==> src/rtl/lvl_intc.sv <==
module lvl_intc #(
  parameter int N_SRC = 87,
  parameter int CTL_BITS = 4,
  parameter logic [7:0] VERSION = 8'h11,
  localparam int IDW = $clog2(N_SRC)
) (
  input  logic             clk,
  input  logic             rst_n,
  input  logic [N_SRC-1:0] src_i,
  input  logic             bus_sel_i,
  input  logic             bus_we_i,
  input  logic [15:0]      bus_addr_i,
  input  logic [3:0]       bus_be_i,
  input  logic [31:0]      bus_wdata_i,
  output logic [31:0]      bus_rdata_o,
  output logic             irq_req_o,
  output logic [IDW-1:0]   irq_id_o,
  output logic [7:0]       irq_lvl_o,
  output logic             irq_shv_o,
  input  logic             ack_i,
  input  logic [IDW-1:0]   ack_id_i
);
  localparam logic [7:0] CTL_PAD = 8'hFF >> CTL_BITS;

  logic [N_SRC-1:0] s1_q, s2_q, prv_q, ip_q, ie_q, shv_q, act;
  logic [1:0]          trig_q [N_SRC];
  logic [CTL_BITS-1:0] ctl_q  [N_SRC];
  logic [3:0] lvlw_q;
  logic [7:0] thr_q;

  logic          win_found, win_shv;
  logic [15:0]   win_key, cand_key;
  logic [IDW-1:0] win_id;

  wire           wr      = bus_sel_i & bus_we_i;
  wire [9:0]     lsel    = bus_addr_i[11:2];
  wire [IDW-1:0] lidx    = lsel[IDW-1:0];
  wire           in_glob = bus_addr_i[15:12] == 4'h0;
  wire           in_line = bus_addr_i[15:12] == 4'h1 && int'(lsel) < N_SRC;
  wire [3:0]     lw_eff  = lvlw_q > 4'd8 ? 4'd8 : lvlw_q;
  wire [7:0]     low_msk = 8'hFF >> lw_eff;

  assign act = ip_q & ie_q;

  function automatic logic [7:0] ctl8(input logic [CTL_BITS-1:0] c);
    return (8'(c) << (8 - CTL_BITS)) | CTL_PAD;
  endfunction

  always_ff @(posedge clk or negedge rst_n)
    if (!rst_n) begin
      s1_q <= '0; s2_q <= '0; prv_q <= '0;
    end else begin
      s1_q <= src_i; s2_q <= s1_q; prv_q <= s2_q;
    end

  always_ff @(posedge clk or negedge rst_n)
    if (!rst_n) begin
      ip_q <= '0; ie_q <= '0; shv_q <= '0;
      lvlw_q <= '0; thr_q <= '0;
      for (int i = 0; i < N_SRC; i++) begin
        trig_q[i] <= '0;
        ctl_q[i]  <= '0;
      end
    end else begin
      if (wr && in_glob && lsel == 10'd0 && bus_be_i[0]) lvlw_q <= bus_wdata_i[4:1];
      if (wr && in_glob && lsel == 10'd2 && bus_be_i[3]) thr_q  <= bus_wdata_i[31:24];
      for (int i = 0; i < N_SRC; i++) begin
        if (wr && in_line && lsel == 10'(i)) begin
          if (bus_be_i[1]) ie_q[i] <= bus_wdata_i[8];
          if (bus_be_i[2]) begin
            shv_q[i]  <= bus_wdata_i[16];
            trig_q[i] <= bus_wdata_i[18:17];
          end
          if (bus_be_i[3]) ctl_q[i] <= bus_wdata_i[31 -: CTL_BITS];
        end
        if (!trig_q[i][0])
          ip_q[i] <= s2_q[i];
        else if (trig_q[i][1] ? (prv_q[i] & ~s2_q[i]) : (s2_q[i] & ~prv_q[i]))
          ip_q[i] <= 1'b1;
        else if (ack_i && ack_id_i == IDW'(i))
          ip_q[i] <= 1'b0;
        else if (wr && in_line && lsel == 10'(i) && bus_be_i[0])
          ip_q[i] <= bus_wdata_i[0];
      end
    end

  always_comb begin
    win_found = 1'b0;
    win_key   = '0;
    win_id    = '0;
    win_shv   = 1'b0;
    cand_key  = '0;
    for (int i = 0; i < N_SRC; i++) begin
      cand_key = {ctl8(ctl_q[i]) | low_msk, ctl8(ctl_q[i]) & low_msk};
      if (act[i] && (!win_found || cand_key > win_key)) begin
        win_found = 1'b1;
        win_key   = cand_key;
        win_id    = IDW'(i);
        win_shv   = shv_q[i];
      end
    end
  end

  always_ff @(posedge clk or negedge rst_n)
    if (!rst_n) begin
      irq_req_o <= 1'b0; irq_id_o <= '0; irq_lvl_o <= '0; irq_shv_o <= 1'b0;
    end else begin
      irq_req_o <= win_found && win_key[15:8] > thr_q;
      irq_id_o  <= win_id;
      irq_lvl_o <= win_key[15:8];
      irq_shv_o <= win_shv;
    end

  always_comb begin
    bus_rdata_o = '0;
    if (in_glob) begin
      case (lsel)
        10'd0:   bus_rdata_o = {24'b0, 3'b0, lvlw_q, 1'b1};
        10'd1:   bus_rdata_o = {7'b0, 4'(CTL_BITS), VERSION, 13'(N_SRC)};
        10'd2:   bus_rdata_o = {thr_q, 24'b0};
        default: bus_rdata_o = '0;
      endcase
    end else if (in_line) begin
      bus_rdata_o = {ctl8(ctl_q[lidx]), 2'b11, 3'b000, trig_q[lidx], shv_q[lidx],
                     7'b0, ie_q[lidx], 7'b0, ip_q[lidx]};
    end
  end
endmodule

==> config.mk <==
export PLATFORM = sky130hd
export DESIGN_NAME = lvl_intc
export DESIGN_NICKNAME = d
export VERILOG_FILES = /design/src/rtl/lvl_intc.sv
export SDC_FILE = /design/constraint.sdc
export NUM_CORES = 2
export LEC_CHECK = 0
export ABC_AREA = 1
export BUFFER_PORTS_ARGS = -buffer_cell sky130_fd_sc_hd__buf_2
export CAP_MARGIN = 20
export CORE_MARGIN = 2
export CORE_UTILIZATION = 24
export CTS_BUF_LIST = sky130_fd_sc_hd__clkbuf_4 sky130_fd_sc_hd__clkbuf_8 sky130_fd_sc_hd__clkbuf_16
export CTS_CLUSTER_DIAMETER = 50
export DETAILED_ROUTE_END_ITERATION = 8
export SYNTH_ARGS = -nofsm -noshare
export SYNTH_HDL_FRONTEND = slang
export SYNTH_SLANG_ARGS = --single-unit
==> constraint.sdc <==
create_clock -name clk -period 162.8 [get_ports clk]
set_input_delay 16.28 -clock clk [delete_from_list [all_inputs] [get_ports clk]]
set_output_delay 16.28 -clock clk [all_outputs]
set_load 0.02 [all_outputs]
==> impl_metrics.py <==
metrics = {
    "clock_tree": {
        "cts_made_buffers": 118,
        "cts_max_level": 3,
        "cts_tree": "done",
        "root_buffer": "clkbuf_16",
        "clk_latency_ns": 0.79,
        "clkSlewWorstSetupHoldPaths_ns": 0.07,
        "clockBufferDepth": 3,
        "hold_buffers": 0,
        "clock-sinks": 1070,
    },
    "synthesis": {
        "ys_ff_latch": 1070,
        "synthCells": 12600,
        "synth_fa_ha_area_share_pct": 14.4,
        "synth_xor_area_share_pct": 0,
        "synthMuxAreaShare_pct": 0.337,
        "synth_top_family_by_area": "simple AND/OR/NAND/NOR gates",
        "ys_seq_area_share_pct": 29.8,
        "ys.flop_type": "dfrtp_1",
        "synth_area_um2": 89700,
        "synth_compound_area_share_pct": 19.2,
        "synth-simple-area-share_pct": 28.2,
        "ys_types": 72,
        "synth-edff-count": 0,
        "synth_area_per_cell_um2": 7.11,
        "yosys_warnings": 0,
        "synth-async-reset-ratio_pct": 100,
    },
    "final_layout": {
        "layout.nets": 14100,
        "fillers": 40900,
        "drive_above_1_share_pct": 9.77,
        "stdcell_area_um2": 103000,
        "synthToLayoutAreaGrowth_pct": 15.2,
    },
    "timing": {
        "setup_ws_ns": 14.90,
        "final_hold_viol_count": 0,
        "max_freq_ghz": 0.00676,
        "finalMaxSlewViolations": 0,
        "tns_ns": 0,
        "min_period_ns": 147.90,
        "skew_ns": 0.0451,
        "setup-violations-final": 0,
        "fin_crit_sh_pct": 90.8,
        "tightestPinTransition_ns": 1.22,
        "slew_headroom_pct": 17.8,
        "hold_slack_ns": 0.343,
    },
    "route": {
        "drcViolationCount": 0,
        "drt_iter0_drc": 9976,
        "vias": 92800,
        "ant_nets": 0,
        "vias_per_cell": 5.16,
        "dr.pass1.iters": 8,
        "routed_wl_mm": 374,
        "wl_per_cell_um": 20.8,
    },
    "critical_path": {
        "path_common_cell": "nand2_1",
        "startpoint_type": "register",
        "worstSetupEndpointType": "register",
        "cp_slowest_cell": "dfrtp_4",
        "cp_max_fo": 85,
        "critPathKind": "register to register",
        "cp.required_ns": 163.50,
        "max_stage_delay_ns": 0.54,
        "arrival_ns": 148.60,
    },
    "floorplanning": {
        "design.die.area_um2": 379000,
        "start_util_pct": 24.1,
        "core_um2": 372000,
        "die_w_um": 616,
        "rows": 224,
        "die_y_um": 616,
        "ioPinCount": 200,
    },
    "place": {
        "io_buffers": 171,
        "hpwl_mm": 283,
        "dpl_cell_area_um2": 98300,
        "place_ws_ns": 6.28,
        "place.gp.congestion": 0.996,
    },
    "power": {
        "leakage_nw": 48.2,
        "peakVddDrop_v": 0.0000108,
        "p_per_area_nw_per_um2": 5.96,
        "power_mw": 0.616,
    },
    "global_route": {
        "grt.overflow.total": 0,
        "grt_pass1_vias": 86100,
        "grt_pass1_wl_mm": 552,
        "grt_start_max_net_pins": 146,
        "grt_usage_pct": 19.1,
        "antenna_found_initial": 37,
    },
    "flow_run": {
        "maxCapViolCount": 0,
    },
    "outcome": {
        "status": "finished clean",
    },
    "hold_path": {
        "hp-class": "register to register",
    },
}
through the flow:
stage / util [%] / std cells
after CTS: 27.6 / 17900
after global routing: 27.8 / 18000
after detailed placement: 26.4 / 17700
after global placement: 26.4 / 17700
after floorplan: - / 12600
final: 27.8 / 18000
worst max-delay path: cells and delay by family, from the launching register on:
kind                     cells  cell delay (ns)
AO/OA/AOI/OAI              328            49.02
AND/OR/NAND/NOR            313            35.13
adder cells (fa/ha/maj)     74            21.27
buffers and inverters      131            20.87
flip-flops                   1             0.54
state kept, by name (all words and copies together) (netlist names), 4 cells and up:
name	cells
irq_lvl_o	5
irq_id_o	7
ctl_q	348
trig_q	174
s1_q	87
thr_q	8
ie_q	87
lvlw_q	4
prv_q	87
s2_q	87
ip_q	87
shv_q	87
Yosys cell counts, drive strengths merged, types with 153 or more instances:
| master | n | area, um2 |
|---|---|---|
| o221ai | 165 | 1450 |
| and2 | 192 | 1210 |
| o22ai | 229 | 1430 |
| nor2 | 833 | 3460 |
| dfrtp | 1070 | 26800 |
| nand4 | 165 | 1030 |
| nand3 | 1064 | 5790 |
| clkbuf | 452 | 1910 |
| a22oi | 153 | 1150 |
| nand2 | 3358 | 12900 |
| o21ai | 1153 | 5770 |
| ha | 1036 | 13000 |
| a21oi | 807 | 4140 |
| inv | 1218 | 4620 |
cell families (layout without fill, tap and decap cells):
logic type,count (synthesis),in the layout
AOI/OAI and AO/OA,2923,2923
buffers and inverters,1811,2183
DFF,1070,1070
adders and majority gates,1036,1036
and+or+nand+nor,5760,5760
other,1,30
muxes,27,27
final cells by class:
type | count | area, um2 | share of cell area [%]
inverter | 1277 | 5010 | 4.84
antenna | 19 | 47.5 | 0.0460
tap | 4972 | 6220 | 6.02
timing repair buffer | 680 | 4880 | 4.72
timing repair inverter | 1 | 5.00 | 0.00484
multi-input combinational | 9757 | 56000 | 54.2
clock inverter | 80 | 1120 | 1.08
clock buffer | 145 | 3270 | 3.16
sequential | 1070 | 26800 | 25.9
timing repair:
action	in CTS	in global routing
setup endpoints to repair	0	14
setup buffers	0	43
resized for setup	0	79
where the power goes:
part / switching (mW) / internal, mW / total [mW]
Sequential: 0.00525 / 0.270 / 0.275
Clock: 0.130 / 0.174 / 0.304
Combinational: 0.0301 / 0.00632 / 0.0365
path summary, 6_finish.rpt:
kind                                             from                endpoint  slack, ns  cells after the start
worst min-delay path                s1_q[9]$_DFF_PN0_       s2_q[9]$_DFF_PN0_       0.34                      0
min in group asynchronous                       rst_n   irq_id_o[6]$_DFF_PN0_      15.59                      1
worst min register to register      s1_q[9]$_DFF_PN0_       s2_q[9]$_DFF_PN0_       0.34                      0
max in group asynchronous                       rst_n  ctl_q[330]$_DFFE_PN0P_     143.15                      8
worst max-delay path            lvlw_q[3]$_DFFE_PN0P_     irq_req_o$_DFF_PN0_      14.90                    846
worst max register to register  lvlw_q[3]$_DFFE_PN0P_     irq_req_o$_DFF_PN0_      14.90                    988
cell usage in the layout (no fill, tap or decap), types with 39 or more instances in the layout:
cell type and instances:
o21ai_0 1139, nor3_1 41, a22oi_1 153, dfrtp_1 1067, o41ai_1 53, ha_1 1036
a211oi_1 91, and2_1 186, a31oi_1 85, a21oi_1 792, inv_1 1160, nand2_1 3270
buf_4 495, nor2_1 788, o221ai_1 165, nand3_2 42, nand3_1 999, clkinvlp_4 39
nand2_2 60, nand4_1 165, clkbuf_16 120, o22ai_1 229, buf_2 167, nor4_1 85
metal layers:
layer | global-route usage, % | vias up | share of wire, %
li1 | - | 44000 | -
met1 | 25.0 | 43800 | 42
met2 | 29.4 | 4126 | 43
met3 | 3.48 | 832 | 8.9
met4 | 10.6 | 20 | 6.4
met5 | 0 | - | 0.031
Note: power is estimated with default switching activity, not from simulation.
